--- config.mk ---
export PLATFORM = sky130hd
export DESIGN_NAME = moesi_line_ctrl
export DESIGN_NICKNAME = d
export VERILOG_FILES = /design/src/rtl/moesi_pkg.sv /design/src/rtl/moesi_tag_store.sv /design/src/rtl/moesi_snoop_unit.sv /design/src/rtl/moesi_local_unit.sv /design/src/rtl/moesi_line_ctrl.sv
export SDC_FILE = /design/constraint.sdc
export NUM_CORES = 1
export LEC_CHECK = 0
export BUFFER_PORTS_ARGS = -buffer_cell sky130_fd_sc_hd__clkbuf_2
export CAP_MARGIN = 25
export CORE_MARGIN = 5
export CORE_UTILIZATION = 35
export DETAILED_ROUTE_END_ITERATION = 12
export PLACE_DENSITY = 0.58
export SLEW_MARGIN = 20
export SYNTH_ARGS = -nofsm -noshare
export SYNTH_HDL_FRONTEND = slang
export SYNTH_SLANG_ARGS = --single-unit
--- constraint.sdc ---
create_clock -name clk -period 7.23 [get_ports clk]
set_input_delay 0.723 -clock clk [delete_from_list [all_inputs] [get_ports clk]]
set_output_delay 0.723 -clock clk [all_outputs]
set_load 0.02 [all_outputs]
--- src/rtl/moesi_pkg.sv ---
package moesi_pkg;

  typedef struct packed {
    logic v;
    logic d;
    logic s;
  } lstate_t;

  localparam lstate_t ST_I = 3'b000;
  localparam lstate_t ST_S = 3'b101;
  localparam lstate_t ST_E = 3'b100;
  localparam lstate_t ST_O = 3'b111;
  localparam lstate_t ST_M = 3'b110;

  typedef enum logic [1:0] {
    BC_NONE = 2'd0,
    BC_RD   = 2'd1,
    BC_RDX  = 2'd2,
    BC_UPG  = 2'd3
  } buscmd_t;

  // State after a probe hit: writes kill the line, dirty lines become owner.
  function automatic lstate_t snoop_next(lstate_t cur, logic is_wr);
    if (!cur.v || is_wr) return ST_I;
    if (cur.d)           return ST_O;
    return ST_S;
  endfunction

  // State after a local access.
  function automatic lstate_t local_next(lstate_t cur, logic hit, logic is_wr, logic shr);
    if (is_wr) return ST_M;
    if (hit)   return cur;
    return shr ? ST_S : ST_E;
  endfunction

  // Bus command for a local access; s bit marks lines other caches may hold.
  function automatic buscmd_t local_cmd(lstate_t cur, logic hit, logic is_wr);
    if (!hit)          return is_wr ? BC_RDX : BC_RD;
    if (is_wr && cur.s) return BC_UPG;
    return BC_NONE;
  endfunction

endpackage

--- src/rtl/moesi_tag_store.sv ---
module moesi_tag_store
  import moesi_pkg::*;
#(
  parameter int IDX_W = 3,
  parameter int TAG_W = 7
) (
  input  logic             clk,
  input  logic             rst_n,
  input  logic [IDX_W-1:0] snp_idx,
  input  logic [IDX_W-1:0] loc_idx,
  output logic [TAG_W-1:0] snp_tag_q,
  output lstate_t          snp_st_q,
  output logic [TAG_W-1:0] loc_tag_q,
  output lstate_t          loc_st_q,
  input  logic             snp_we,
  input  lstate_t          snp_wst,
  input  logic             loc_we,
  input  logic [TAG_W-1:0] loc_wtag,
  input  lstate_t          loc_wst
);
  localparam int LINES = 1 << IDX_W;

  logic [TAG_W-1:0] tag_q [LINES];
  lstate_t          st_q  [LINES];

  // Local write wins: its state was computed from the post-probe view.
  always_ff @(posedge clk or negedge rst_n) begin
    if (!rst_n) begin
      for (int i = 0; i < LINES; i++) begin
        tag_q[i] <= '0;
        st_q[i]  <= ST_I;
      end
    end else begin
      for (int i = 0; i < LINES; i++) begin
        if (loc_we && loc_idx == IDX_W'(i)) begin
          tag_q[i] <= loc_wtag;
          st_q[i]  <= loc_wst;
        end else if (snp_we && snp_idx == IDX_W'(i)) begin
          st_q[i]  <= snp_wst;
        end
      end
    end
  end

  assign snp_tag_q = tag_q[snp_idx];
  assign snp_st_q  = st_q[snp_idx];
  assign loc_tag_q = tag_q[loc_idx];
  assign loc_st_q  = st_q[loc_idx];

endmodule

--- src/rtl/moesi_snoop_unit.sv ---
module moesi_snoop_unit
  import moesi_pkg::*;
#(
  parameter int TAG_W = 7
) (
  input  logic             req,
  input  logic             wr,
  input  logic [TAG_W-1:0] tag,
  input  logic [TAG_W-1:0] cur_tag,
  input  lstate_t          cur_st,
  output logic             hit,
  output logic             supply,
  output logic             shared_rsp,
  output lstate_t          nst
);
  always_comb begin
    hit        = req && cur_st.v && (cur_tag == tag);
    supply     = hit && cur_st.d;
    shared_rsp = hit && !wr;
    nst        = hit ? snoop_next(cur_st, wr) : ST_I;
  end
endmodule

--- src/rtl/moesi_local_unit.sv ---
module moesi_local_unit
  import moesi_pkg::*;
#(
  parameter int TAG_W = 7
) (
  input  logic             req,
  input  logic             wr,
  input  logic             shr_in,
  input  logic [TAG_W-1:0] tag,
  input  logic [TAG_W-1:0] cur_tag,
  input  lstate_t          cur_st,
  output logic             hit,
  output buscmd_t          cmd,
  output lstate_t          nst,
  output logic             evict
);
  always_comb begin
    hit   = req && cur_st.v && (cur_tag == tag);
    cmd   = req ? local_cmd(cur_st, hit, wr) : BC_NONE;
    nst   = req ? local_next(cur_st, hit, wr, shr_in) : ST_I;
    evict = req && !hit && cur_st.v && cur_st.d;
  end
endmodule

--- src/rtl/moesi_line_ctrl.sv ---
module moesi_line_ctrl
  import moesi_pkg::*;
#(
  parameter int ADDR_W = 10,
  parameter int IDX_W  = 3
) (
  input  logic              clk,
  input  logic              rst_n,
  input  logic              cpu_req,
  input  logic              cpu_wr,
  input  logic [ADDR_W-1:0] cpu_addr,
  input  logic              bus_shared_in,
  input  logic              snp_req,
  input  logic              snp_wr,
  input  logic [ADDR_W-1:0] snp_addr,
  output logic              cpu_hit,
  output logic [2:0]        cpu_nstate,
  output logic [1:0]        bus_cmd,
  output logic [ADDR_W-1:0] bus_addr,
  output logic              wb_valid,
  output logic [ADDR_W-1:0] wb_addr,
  output logic              snp_hit,
  output logic              snp_supply,
  output logic              snp_shared,
  output logic [2:0]        snp_nstate
);
  localparam int TAG_W = ADDR_W - IDX_W;

  logic [IDX_W-1:0] loc_idx, snp_idx;
  logic [TAG_W-1:0] loc_tag, snp_tag;
  assign loc_idx = cpu_addr[IDX_W-1:0];
  assign loc_tag = cpu_addr[ADDR_W-1:IDX_W];
  assign snp_idx = snp_addr[IDX_W-1:0];
  assign snp_tag = snp_addr[ADDR_W-1:IDX_W];

  logic [TAG_W-1:0] snp_tag_q, loc_tag_q;
  lstate_t          snp_st_q, loc_st_q;
  lstate_t          snp_nst, loc_nst, loc_view_st;
  logic             s_hit, s_sup, s_shr;
  logic             l_hit, l_evict;
  buscmd_t          l_cmd;
  logic             probe_first;

  moesi_tag_store #(.IDX_W(IDX_W), .TAG_W(TAG_W)) u_store (
    .clk       (clk),
    .rst_n     (rst_n),
    .snp_idx   (snp_idx),
    .loc_idx   (loc_idx),
    .snp_tag_q (snp_tag_q),
    .snp_st_q  (snp_st_q),
    .loc_tag_q (loc_tag_q),
    .loc_st_q  (loc_st_q),
    .snp_we    (s_hit),
    .snp_wst   (snp_nst),
    .loc_we    (cpu_req),
    .loc_wtag  (loc_tag),
    .loc_wst   (loc_nst)
  );

  moesi_snoop_unit #(.TAG_W(TAG_W)) u_snoop (
    .req        (snp_req),
    .wr         (snp_wr),
    .tag        (snp_tag),
    .cur_tag    (snp_tag_q),
    .cur_st     (snp_st_q),
    .hit        (s_hit),
    .supply     (s_sup),
    .shared_rsp (s_shr),
    .nst        (snp_nst)
  );

  // Probe is ordered ahead of the local request on the same line.
  assign probe_first = s_hit && (snp_idx == loc_idx);
  assign loc_view_st = probe_first ? snp_nst : loc_st_q;

  moesi_local_unit #(.TAG_W(TAG_W)) u_local (
    .req     (cpu_req),
    .wr      (cpu_wr),
    .shr_in  (bus_shared_in),
    .tag     (loc_tag),
    .cur_tag (loc_tag_q),
    .cur_st  (loc_view_st),
    .hit     (l_hit),
    .cmd     (l_cmd),
    .nst     (loc_nst),
    .evict   (l_evict)
  );

  assign cpu_hit    = l_hit;
  assign cpu_nstate = loc_nst;
  assign bus_cmd    = l_cmd;
  assign bus_addr   = (l_cmd != BC_NONE) ? cpu_addr : '0;
  assign wb_valid   = l_evict;
  assign wb_addr    = l_evict ? {loc_tag_q, loc_idx} : '0;
  assign snp_hit    = s_hit;
  assign snp_supply = s_sup;
  assign snp_shared = s_shr;
  assign snp_nstate = snp_nst;

  AST_READ_MISS_CLEAN: assert property (@(posedge clk) disable iff (!rst_n)
    (cpu_req && !cpu_wr && !cpu_hit) |-> (bus_cmd == BC_RD && cpu_nstate[2] && !cpu_nstate[1]));
  AST_WRITE_MISS_MOD: assert property (@(posedge clk) disable iff (!rst_n)
    (cpu_req && cpu_wr && !cpu_hit) |-> (bus_cmd == BC_RDX && cpu_nstate == ST_M));
  AST_FILL_STICKS: assert property (@(posedge clk) disable iff (!rst_n)
    ($past(rst_n) && $past(cpu_req) && cpu_req && !snp_req && cpu_addr == $past(cpu_addr)) |-> cpu_hit);
  AST_EXCL_WRITE_QUIET: assert property (@(posedge clk) disable iff (!rst_n)
    (cpu_req && cpu_wr && cpu_hit && loc_view_st == ST_E) |-> (bus_cmd == BC_NONE && cpu_nstate == ST_M));
  AST_SHARED_WRITE_INV: assert property (@(posedge clk) disable iff (!rst_n)
    (cpu_req && cpu_wr && cpu_hit && loc_view_st.s) |-> (bus_cmd == BC_UPG));
  AST_MOD_PROBE_OWNS: assert property (@(posedge clk) disable iff (!rst_n)
    (snp_hit && !snp_wr && snp_st_q == ST_M) |-> (snp_nstate == ST_O && snp_supply && snp_shared));
  AST_WR_PROBE_KILLS: assert property (@(posedge clk) disable iff (!rst_n)
    (snp_req && snp_wr) |-> (snp_nstate == ST_I && !snp_shared));
  AST_CLEAN_VICTIM_SILENT: assert property (@(posedge clk) disable iff (!rst_n)
    (cpu_req && !cpu_hit && !loc_view_st.d) |-> !wb_valid);
  AST_PROBE_MISS_QUIET: assert property (@(posedge clk) disable iff (!rst_n)
    !snp_hit |-> (!snp_supply && !snp_shared && snp_nstate == ST_I));

endmodule

==> results.md <==
| Group | Result | Reported |
| --- | --- | --- |
| run status | Status | completed |
| logic synthesis | Post-Synthesis Cells | 539 |
| global route | Pin count of the biggest net entering global routing | 45 |
| logic synthesis | Count of state elements after synthesis | 80 |
| route | First-iteration detailed-routing DRC count | 418 |
| global route | Global-route total usage across every layer | 0.193 |
| sta | Total Neg Setup Slack | 0 ns |
| route | Remaining design rule violation count | 0 |
| logic synthesis | Dominant synthesized flop cell | dfrtp_1 |
| sta | Clock period minus final worst setup slack | 5.47 ns |
| route | Number of nets still failing antenna checks after routing | 0 |
| clock tree | Maximum buffer depth of the clock tree | 2 |
| route | Count of vias placed by the detailed router | 4461 |
| critical path | Delay of the slowest cell on the worst path | 0.67 ns |
| critical path | Destination of the critical timing path | bus_addr[6] |
| place | Final HPWL DP | 11900 um |
| critical path | CP Capture Type | output port |
| logic synthesis | Compound-Gate Fraction of Synth Area | 0.0841 |
| global route | First-pass GRT wire length | 26500 um |
| cells and area | Number of nets in the layout | 596 |
| logic synthesis | Synth Area in Adders | 0 |
| critical path | Required @ worst endpoint | 6.51 ns |
| logic synthesis | Multiplexer area fraction after synthesis | 0.277 |
| logic synthesis | Main combinational cell family by area after synthesis | multiplexers |
| pwr | Leakage | 2.71 nW |
| critical path | Critical R2R Launch | u_store.tag_q[33] |
| critical path | Master of the slowest instance on the critical path | nor4_1 |
| cells and area | Antenna diode instance count | 0 |
| logic synthesis | Number of warnings reported in the yosys synthesis log | 0 |
| clock tree | Htree depth | 3 |
| floorplan | Die area | 17700 um2 |
| clock tree | Post-CTS Setup Inserts | 0 |
| route | Average wire per cell in the routed design | 22.1 um |
| critical path | Critical path startpoint category | input pin |
| logic synthesis | Synthesized area divided by synthesized cell count | 9.80 um2 |
| clock tree | Total clock buffers created by CTS | 9 |
| critical path | Crit-path cells | clkbuf_2 -> buf_4 -> mux4_2 -> mux2i_1 -> xnor2_1 -> nor4_1 -> o311a_1 -> o21ai_1 -> and3_1 -> clkbuf_2 |
| logic synthesis | Count of distinct cell types in the synthesized netlist | 59 |
| global route | Antenna violations before repair | 0 |
| critical path | Endpoint of the most critical register-to-register path | u_store.st_q[21] |
| run | Max-cap violations | 0 |
| logic synthesis | Post-synthesis xor/xnor area fraction | 0.0232 |
| logic synthesis | Async SR Flop Fraction | 1.00 |
| logic synthesis | Fraction of the yosys area taken by sequential cells | 0.379 |
| critical path | Cell occurring most often along the worst timing path | clkbuf_2 |
| cells and area | Synth-to-layout area growth | 12.9% |
| logic synthesis | Simple-Gate Fraction of Synth Area | 0.191 |
| sta | Final setup fails | 0 |
| cells and area | Area of the multi-input gates | 3040 um2 |
| sta | Final-report max-slew violation count | 0 |
| critical path | Worst EP arrival | 4.75 ns |
| critical path | Maximum fanout along the worst path | 24 |
| floorplan | Initial standard-cell utilization of the core | 0.353 |
| sta | Final worst clock skew | 0.00788 ns |
| floorplan | Core region area | 15000 um2 |
| sta | Final hold violation count | 0 |
| clock tree | Clk slew on worst S/H paths | 0.07 ns |
| cells and area | Filler instances | 1505 |
| cells and area | Fraction of the core area covered by cells at the end of the flow | 0.398 |
| cells and area | Sequential Area | 2000 um2 |
| floorplan | IO Pins | 60 |
| global route | Remaining global-route overflow | 0 |
| logic synthesis | Synth Net Count | 566 |
| critical path | Type of the worst setup path | in2out |
| clock tree | Cell chosen for the clock root | clkbuf_16 |
| worst hold path | Type of the worst min-delay path | in2async |
| critical path | Launching element of the worst setup path | cpu_addr[1] |
| cells and area | Ratio of cells with drive above 1 in the final layout | 0.265 |
| route | Via-per-instance ratio | 5.85 |
| sta | Transition time of the tightest slew-check pin | 1.01 ns |
| floorplan | Die boundary height | 133 um |
| critical path | Register-to-register setup slack | 3.62 ns |
| clock tree | Later-pin clock latency in the skew report | 0.35 ns |
| place | I/O Buffers | 59 |
| floorplan | Std-Cell Rows | 45 |
| clock tree | Count of cells resized by post-cts repair | 0 |
| pwr | Peak supply drop | 0.0950 mV |
| global route | Vias in the first global route | 4529 |
| sta | Setup repair after global routing missed its margin | false |
| place | Final GP Congestion | 0.925 |
| clock tree | Cts-stage hold buffer count | 0 |
| critical path | Worst r2r path cells | 7 |
| clock tree | CTS tree | built |
| pwr | Power per cell area | 241 nW/um2 |
| logic synthesis | Number of flops mapped to enable cells by yosys | 0 |
| sta | Ratio of final minimum period to clock period | 0.757 |
| route | Sum of routed wire length over all layers | 16800 um |
| clock tree | Total clock sinks | 80 |
| route | Detailed Routing Iterations Pass 1 | 5 |
| sta | F_max | 183 MHz |
| floorplan | DIE WIDTH | 133 um |
| sta | Worst rel slew slack | 0.317 |
| logic synthesis | Netlist area before placement | 5280 um2 |
## critical path: cells and delay by family
kind | cells | cell delay, ns
compound gates | 2 | 1.10
buf+inv | 3 | 1.01
simple gates | 2 | 1.01
mux | 2 | 0.77
xor+xnor | 1 | 0.11
## sequential cells by signal, summed over array words and instances, names as in the netlist
name,flops
u_store.st_q,24
u_store.tag_q,56
## cell families (layout without fill, tap and decap cells)
group,after synthesis,after routing
flip-flops,80,80
AND/OR/NAND/NOR,211,211
buffers and inverters,57,92
AO/OA/AOI/OAI,59,59
multiplexers,118,118
XOR/XNOR,14,14
## cell usage after synthesis, types with 2 or more instances
library cell  count  area (um2)
a221oi_1          2        17.5
a21o_1            2        15.0
buf_4             3        22.5
xnor2_1           6        52.6
mux4_2           18         405
o21ai_1           2        10.0
mux2_2           45         507
and2_1            2        12.5
nand4_1           4        25.0
nand3_1           4        20.0
buf_1             7        26.3
a22oi_1           6        45.0
nor4bb_1          2        20.0
a221o_1           2        20.0
o211ai_1          2        15.0
nor2_1           33         124
inv_1            11        41.3
nor2b_1           5        31.3
nand3b_1          2        15.0
nand2_1          95         357
xor2_1            8        70.1
o21ai_0           4        20.0
mux2i_1          55         551
a21oi_1          10        50.1
nor4_1            6        37.5
or2_2             2        12.5
clkbuf_1         22        82.6
and4b_1           2        20.0
o31ai_1           2        15.0
nor3_1           22         110
and3_1           13        81.3
a21boi_0          4        30.0
o41ai_1           3        26.3
buf_2            13        65.1
nand2b_1         11        68.8
o22ai_1           5        31.3
nor4b_1           2        17.5
a2bb2oi_1         2        17.5
dfrtp_1          80        2000
## how the worst min path moves through the flow
| stage | endpoint | cells past startpoint |
|---|---|---|
| after global routing | u_store.tag_q[29] | 1 |
| after CTS | u_store.tag_q[29] | 1 |
| after global placement | u_store.tag_q[36] | 2 |
| final | u_store.tag_q[29] | 1 |
| after detailed placement | u_store.tag_q[36] | 2 |
| after floorplan | u_store.st_q[0] | 0 |
## report_power, final
| part | internal (mW) | switching [mW] | total, mW | leakage (nW) |
|---|---|---|---|---|
| registers | 0.533 | 0.0733 | 0.607 | 0.957 |
| logic | 0.171 | 0.187 | 0.359 | 1.60 |
| clock network | 0.271 | 0.200 | 0.471 | 0.146 |
| total | 0.976 | 0.461 | 1.44 | 2.71 |
## stage by stage
step | worst slack (ns) | hold slack (ns) | cell area (um2) | total power [mW] | std cells
floorplan | 3.11 | 0.427 | 5280 | 0.858 | 539
global placement | 1.94 | 0.483 | 5660 | 0.958 | 746
detailed placement | 1.78 | 0.491 | 5660 | 0.970 | 746
CTS | 1.78 | 0.341 | 5960 | 1.44 | 762
global route | 1.56 | 0.369 | 5960 | 1.50 | 762
finish | 1.76 | 0.329 | 5960 | 1.44 | 762
## cell usage in the layout (no fill, tap or decap), types with 6 or more instances in the layout
master,n
a21oi_1,10
a22oi_1,6
and3_1,13
buf_4,6
clkbuf_16,9
clkbuf_2,58
dfrtp_1,80
inv_1,11
mux2_2,45
mux2i_1,55
mux4_2,18
nand2_1,95
nand2b_1,11
nor2_1,33
nor3_1,22
nor4_1,6
xnor2_1,6
xor2_1,8
## area by class of cell
cell class	instances	share of cell area
Clock buffer	9	0.0378
Tap cell	188	0.0394
Multi-Input combinational cell	402	0.510
Sequential cell	80	0.336
Clock inverter	7	0.0136
Timing Repair Buffer	64	0.0562
Inverter	12	0.00755
## metal layers
| metal | global-route usage | up-vias | wire (um) | part of all wire |
|---|---|---|---|---|
| li1 | - | 1992 | - | - |
| met1 | 0.264 | 2218 | 7320 | 0.43 |
| met2 | 0.300 | 217 | 7810 | 0.46 |
| met3 | 0.0407 | 34 | 1180 | 0.070 |
| met4 | 0.0774 | 0 | 529 | 0.031 |
| met5 | 0 | - | 0 | 0 |
No activity file was read; power rests on OpenSTA's default activity.
